`config.mk`:
```
export PLATFORM = sky130hd
export DESIGN_NAME = block_copy_engine
export DESIGN_NICKNAME = d
export VERILOG_FILES = /design/src/rtl/block_copy_engine.sv
export SDC_FILE = /design/constraint.sdc
export NUM_CORES = 1
export LEC_CHECK = 0
export BUFFER_PORTS_ARGS = -buffer_cell sky130_fd_sc_hd__buf_4
export CORE_ASPECT_RATIO = 1.1
export CORE_MARGIN = 4
export CORE_UTILIZATION = 45
export CTS_CLUSTER_SIZE = 40
export DETAILED_ROUTE_END_ITERATION = 8
export HOLD_SLACK_MARGIN = 0.08
export PLACE_DENSITY = 0.7
export RECOVER_POWER = 50
export REMOVE_ABC_BUFFERS = 1
export SYNTH_ARGS = -nofsm -noshare
export SYNTH_HDL_FRONTEND = slang
export SYNTH_SLANG_ARGS = --single-unit
```
`constraint.sdc`:
```
create_clock -name clk -period 7.6 [get_ports clk]
set_clock_uncertainty 0.1 [all_clocks]
set_input_delay 0.76 -clock clk [delete_from_list [all_inputs] [get_ports clk]]
set_output_delay 0.76 -clock clk [all_outputs]
set_load 0.01 [all_outputs]
```
`src/rtl/block_copy_engine.sv`:
```
module block_copy_engine #(
  parameter int AW        = 16,
  parameter int DW        = 8,
  parameter int SHORT_CYC = 16,
  parameter int LONG_CYC  = 21
) (
  input  logic          clk,
  input  logic          rst_n,
  input  logic          start,
  input  logic          rep_mode,
  input  logic          dir_down,
  input  logic          skip_eq,
  input  logic [DW-1:0] acc,
  input  logic [AW-1:0] src_init,
  input  logic [AW-1:0] dst_init,
  input  logic [AW-1:0] cnt_init,
  input  logic [7:0]    flags_in,
  output logic [AW-1:0] mem_addr,
  output logic          mem_rd,
  input  logic [DW-1:0] mem_rdata,
  output logic          mem_wr,
  output logic [DW-1:0] mem_wdata,
  output logic [AW-1:0] src_ptr,
  output logic [AW-1:0] dst_ptr,
  output logic [AW-1:0] count,
  output logic [7:0]    flags_out,
  output logic          busy,
  output logic          done
);
  localparam int PW = $clog2(LONG_CYC);

  logic [AW-1:0] src_q, dst_q, cnt_q;
  logic [7:0]    flg_q;
  logic [DW-1:0] data_q, acc_q;
  logic [PW-1:0] phase_q, last_ph;
  logic          busy_q, done_q, rep_q, dec_q, skip_q;

  wire [AW-1:0] cnt_dec  = cnt_q - AW'(1);
  wire          step_end = busy_q && (phase_q == last_ph);

  assign last_ph   = (rep_q && cnt_q != AW'(1)) ? PW'(LONG_CYC - 1) : PW'(SHORT_CYC - 1);
  assign mem_rd    = busy_q && (phase_q == '0);
  assign mem_wr    = busy_q && (phase_q == PW'(2)) && !(skip_q && data_q == acc_q);
  assign mem_addr  = (phase_q == '0) ? src_q : dst_q;
  assign mem_wdata = data_q;
  assign src_ptr   = src_q;
  assign dst_ptr   = dst_q;
  assign count     = cnt_q;
  assign flags_out = flg_q;
  assign busy      = busy_q;
  assign done      = done_q;

  always_ff @(posedge clk or negedge rst_n) begin
    if (!rst_n) begin
      src_q <= '0; dst_q <= '0; cnt_q <= '0; flg_q <= '0;
      data_q <= '0; acc_q <= '0; phase_q <= '0;
      busy_q <= 1'b0; done_q <= 1'b0;
      rep_q <= 1'b0; dec_q <= 1'b0; skip_q <= 1'b0;
    end else begin
      done_q <= 1'b0;
      if (!busy_q) begin
        if (start) begin
          src_q   <= src_init;
          dst_q   <= dst_init;
          cnt_q   <= cnt_init;
          flg_q   <= flags_in;
          acc_q   <= acc;
          rep_q   <= rep_mode;
          dec_q   <= dir_down;
          skip_q  <= skip_eq;
          phase_q <= '0;
          busy_q  <= 1'b1;
        end
      end else begin
        if (phase_q == PW'(1)) data_q <= mem_rdata;
        if (step_end) begin
          src_q   <= dec_q ? src_q - AW'(1) : src_q + AW'(1);
          dst_q   <= dec_q ? dst_q - AW'(1) : dst_q + AW'(1);
          cnt_q   <= cnt_dec;
          flg_q   <= {flg_q[7:5], 1'b0, flg_q[3], cnt_dec != '0, 1'b0, flg_q[0]};
          phase_q <= '0;
          if (!(rep_q && cnt_dec != '0)) begin
            busy_q <= 1'b0;
            done_q <= 1'b1;
          end
        end else begin
          phase_q <= phase_q + PW'(1);
        end
      end
    end
  end


  rd_wr_excl_chk: assert property (@(posedge clk) disable iff (!rst_n) !(mem_rd && mem_wr));


  wr_after_rd_chk: assert property (@(posedge clk) disable iff (!rst_n) mem_wr |-> $past(mem_rd, 2));


  step_count_chk: assert property (@(posedge clk) disable iff (!rst_n)
    step_end |=> count == $past(count) - AW'(1));


  skip_write_chk: assert property (@(posedge clk) disable iff (!rst_n)
    mem_wr |-> !(skip_q && mem_wdata == acc_q));


  hn_clear_chk: assert property (@(posedge clk) disable iff (!rst_n)
    step_end |=> (flags_out[4] == 1'b0 && flags_out[1] == 1'b0));


  pv_done_chk: assert property (@(posedge clk) disable iff (!rst_n)
    done |-> flags_out[2] == (count != '0));


  done_pulse_chk: assert property (@(posedge clk) disable iff (!rst_n) done |=> !done);


  done_idle_chk: assert property (@(posedge clk) disable iff (!rst_n) done |-> !busy);


  busy_start_chk: assert property (@(posedge clk) disable iff (!rst_n)
    (busy && start && !step_end) |=> ($stable(src_ptr) && $stable(count)));
endmodule

```
[After elaboration in Yosys (flattened, before gate mapping)]
Index checks and enable logic that the tools add are counted.
Operators by class
  $add $sub $neg: 6
  $mul: 0
  divide/modulo/power cells: 0
  $lt $le $gt $ge: 0
  equal/unequal tests: 6
  shift-type cells: 0
  muxes and demuxes: 26
  bitwise logic cells: 1
  reduce and logical (&&, ||, !) cells: 14
Operators by type and width (number)
  $mux W16: 12
  $sub A16 B1 Y16 const B: 3
  $add A16 B1 Y16 const B: 2
  $mux W5: 5
  $mux W8: 2
  $ne A16 B1 Y1 const B: 1
  $reduce_bool A16 Y1: 1
  $eq A8 B8 Y1: 1
  $logic_and A1 B1 Y1: 7
  $mux W1: 7
  $reduce_and A2 Y1: 3
  $add A5 B1 Y5 const B: 1
  $eq A5 B1 Y1 const B: 1
  $eq A5 B2 Y1 const B: 1
  $eq A5 B5 Y1: 1
  $logic_not A5 Y1: 1
  $ne A2 B1 Y1 const B: 1
  $reduce_bool A2 Y1: 1
  $logic_not A1 Y1: 1
  $not A1 Y1: 1
Storage, ports and cells
  bits in registers: 82
  bits in latches: 0
  bits in writable memories: 0
  ROM bits: 0
  input port bits: 78
  output and inout bits: 84
  logic and storage cells: 66
  memories: 0

[Depth between registers and ports, before layout]
  depth after elaboration: 7
  gate-level depth with buffers: 10
  mapped depth without buffers: 9

[Worst setup path after synthesis]
Ideal clock, no wire load.
  path kind: register to register
  start: register cnt_q[5], in the netlist count[5]
  end: register src_q[3], in the netlist src_ptr[3]
  setup time: 0.136 ns
  arrival: 2.750 ns
  data required time: 7.364 ns
  slack: 4.614 ns
  cell stages (with the launch flop): 9
  buffers on the path: 3
  period minus slack after synthesis: 2.986 ns
  cell sequence: dfrtp_1 buf_2 or4_4 o41ai_4 mux2_2 nor2_1 clkbuf_1 clkbuf_1 o21ai_0
On the way
  word-level cells in the longest chain between the ends: 7
Ends and longest elaborated chain
  from (decl): line 32  | logic [AW-1:0] src_q, dst_q, cnt_q;
  from (signal assigned): line 65  | cnt_q <= cnt_init;
  from (signal assigned): line 79  | cnt_q <= cnt_dec;
  $ne A16 B1 Y1: line 41  | assign last_ph = (rep_q && cnt_q != AW'(1)) ? PW'(LONG_CYC - 1) : PW'(SHORT_CYC - 1);
  $logic_and A1 B1 Y1: line 41
  $mux W5: line 41
  $eq A5 B5 Y1: line 39  | wire step_end = busy_q && (phase_q == last_ph);
  $logic_and A1 B1 Y1: line 39
  $ne A2 B1 Y1 (no source line)
  $reduce_and A2 Y1 (no source line)
  to (signal assigned): line 63  | src_q <= src_init;
  to (signal assigned): line 77  | src_q <= dec_q ? src_q - AW'(1) : src_q + AW'(1);
  to (decl): line 32
Every way passes these cells.
A chain may end at the register's enable or synchronous reset.

[Worst setup path in the final report]
  start: register busy_q, in the netlist busy
  end: register cnt_q[7], in the netlist count[7]
On the way
  word-level cells in the longest chain between the ends: 3
  elaborated cells on any way between the ends: 5
  classes of those cells: 1 x eq/ne; 1 x mux; 3 x reduce/logical
Ends and longest elaborated chain
  from (decl): line 36  | logic busy_q, done_q, rep_q, dec_q, skip_q;
  from (signal assigned): line 57  | busy_q <= 1'b0; done_q <= 1'b0;
  from (signal assigned): line 72  | busy_q <= 1'b1;
  from (signal assigned): line 83  | busy_q <= 1'b0;
  $logic_and A1 B1 Y1: line 39
  $ne A2 B1 Y1 (no source line)
  $reduce_and A2 Y1 (no source line)
Several ways; a longest one is shown, not always the timed one.

==> metrics.cfg <==
[worst_setup_path]
reg2reg_from = busy
start_kind = register
cp.depth = 8
critPathKind = register to register
end_kind = register
reg2reg_to = count[7]
crit_top_cell = nand2_1
r2r_setup_slack_ns = 3.60
cpPeakStageDelay_ns = 1.58
cp-endpoint = count[7]
required_ns = 7.73
crit_path_start = busy
worst-path-buf-inv = 1
slowest_stage = clkbuf_1
path_delay_family = buffers and inverters
critical_path.max_fanout = 40
reg2regPathDepth = 8
cp_cell_sequence = clkbuf_1 -> nand2_1 -> nor2_1 -> mux2_2 -> nand2_1 -> or4_1 -> mux2i_1 -> a21o_1
arrival_ns = 4.14

[clock_tree]
clock_path_buffers = 2
clk_latency_ns = 0.34
cts_sinks = 82
cts_buffers = 9
cts_tree = yes
cts_setup_buffers = 0
cts_root_buf = clkbuf_16
cts-hold-fix-buffers = 0
ctsResizeCount = 0
clk_pin_slew_ns = 0.07
cts_max_level = 3

[floorplan]
core-area_sq_um = 12100
die-area_sq_um = 14400
rows = 42
initial_core_util_pct = 46.5
pin_count = 162
die_h_um = 125
fp.dieW_um = 115

[routing]
avgViaCountPerCell = 5.73
m1WireLength_um = 6960
totalWireLength_um = 16500
wl_per_cell_um = 17.3
drtAntennaViolNets = 0
drt_iter0_markers = 390
vias = 5487
drt_first_pass_iters = 5
wl_met2_um = 8050
route.met3.wl_um = 1180
highest-signal-layer = met4
drc_errors = 0

[synthesis]
synth-seq-cells = 82
synth_cell_types = 63
yosysSeqAreaShare_pct = 36.3
synth.most_common_cell = nand2_1
synth_area_per_cell_sq_um = 8.69
syn_inst = 650
synth_ff_type = dfrtp_1
yosys-top-cells-count = nand2_1 (109), dfrtp_1 (82), o21ai_0 (49)
synth_top_area_share_pct = 36.3
yosys-top-cells-area = dfrtp_1 (36%), ha_1 (7.8%), nand2_1 (7.2%)
synthArstFlopShare_pct = 100
synth_edf_count = 0
synth_warnings = 0
syn_area_sq_um = 5650
yosysTopAreaCell = dfrtp_1

[sta]
drv_slew = 41
hold_violations = 0
fin_ws_ns = 3.60
period_needed_ns = 4.00
setup-tns-final_ns = 0
whs_ns = 0.377
setup_viol = 0
worstMarginPinSlew_ns = 2.23
fmax_mhz = 250
max-slew-margin-rel_pct = -48.8
fin_crit_sh_pct = 52.7
rsz0062_at_grt = false

[finish]
diodes = 0
finish.net_count = 913
drive_gt1_share_pct = 21.9
fill_cells = 1122
syn2layout_area_growth_pct = 26.8
finish.instance_area_sq_um = 7160

[power]
p_leak_nw = 3.34
finalPower_mw = 3.45
ir_worst_vdd_v = 0.000216
p_per_area_nw_per_um2 = 482

[global_routing]
grt_pass1_wl_um = 26800
antenna_found_initial = 0
grt_overflow = 0
grt_start_max_net_pins = 83
grt_use_total_pct = 23.0
grt_pass1_vias = 5505

[placement]
gp_congestion = 0.904
dpl.hpwl_um = 11700
post_dp_cell_area_sq_um = 6980
io_buffers = 161
dpl_worst_slack_ns = 4.29

[run_status]
status = finished with violations
violations = capacitance limit, slew limit

[worst_hold_path]
hp-class = register to register
whs_path_depth = 2

[job]
maxCapViolCount = 1

## state kept, by name, summed over array words and instances, names as in the netlist
| name | cells |
|---|---|
| count | 16 |
| dst_ptr | 16 |
| src_ptr | 16 |
| acc_q | 8 |
| flags_out | 8 |
| mem_wdata | 8 |
| phase_q | 5 |
| busy | 1 |
| dec_q | 1 |
| done | 1 |
| rep_q | 1 |
| skip_q | 1 |
## cell usage in the layout, fill, tap and decap left out, types with 6 or more instances in the layout
cell / n
nand2_1: 109
inv_1: 15
nor3_1: 16
mux2_2: 23
clkbuf_16: 9
o22ai_1: 11
a21o_1: 10
ha_1: 35
clkbuf_1: 42
dfrtp_1: 82
buf_4: 126
nand3_1: 16
nand4_1: 8
mux2i_1: 18
a21oi_1: 47
o21ai_0: 49
xnor2_1: 21
a211oi_1: 8
nor2b_1: 6
xor2_1: 10
or3_1: 7
o21bai_1: 6
nor2_1: 40
## through the flow
step                      instances  utilization, %
after floorplan                 619               -
after global placement          941            57.5
after detailed placement        941            57.5
after CTS                       957            60.3
after global routing            957            59.0
final                           957            59.0
## worst min-delay path, delay by kind of cell, from the launching register on
family	cells	cell delay, ns
DFF	1	0.34
and+or+nand+nor	2	0.10
## power breakdown
part	switching [mW]	internal, mW
sequential	0.241	0.635
combinational	1.13	0.953
clock	0.198	0.295
total	1.57	1.88
## cells by family after synthesis
group,Yosys count,synth area share (%)
xor gates and xnor gates,31,4.81
muxes,41,7.78
DFF,82,36.3
buffers and inverters,47,3.21
and+or+nand+nor,236,19.5
adders and majority gates,37,8.46
AOI/OAI and AO/OA,176,19.9
## final cells by class
cell class / count / area, sq um / area share, %
clock inverter: 7 / 106 / 1.49
tap: 154 / 193 / 2.69
sequential: 82 / 2050 / 28.7
clock buffer: 9 / 225 / 3.15
timing repair buffer: 168 / 1100 / 15.4
multi-input combinational: 521 / 3420 / 47.8
inverter: 16 / 60.1 / 0.839
## how the worst min path moves through the flow
stage / from / endpoint / slack [ns]
2_1_floorplan: skip_q / skip_q / 0.35
3_3_place_gp: flags_out[7] / flags_out[7] / 0.36
3_5_place_dp: flags_out[6] / flags_out[6] / 0.37
4_1_cts: flags_out[6] / flags_out[6] / 0.38
5_1_grt: flags_out[6] / flags_out[6] / 0.39
6_report: flags_out[6] / flags_out[6] / 0.38
## per-layer routing
metal	vias up	GRT usage (%)
li1	2652	-
met1	2620	29.1
met2	188	38.9
met3	27	4.20
met4	0	8.29
met5	-	0
No activity file was read; power rests on OpenSTA's default activity.
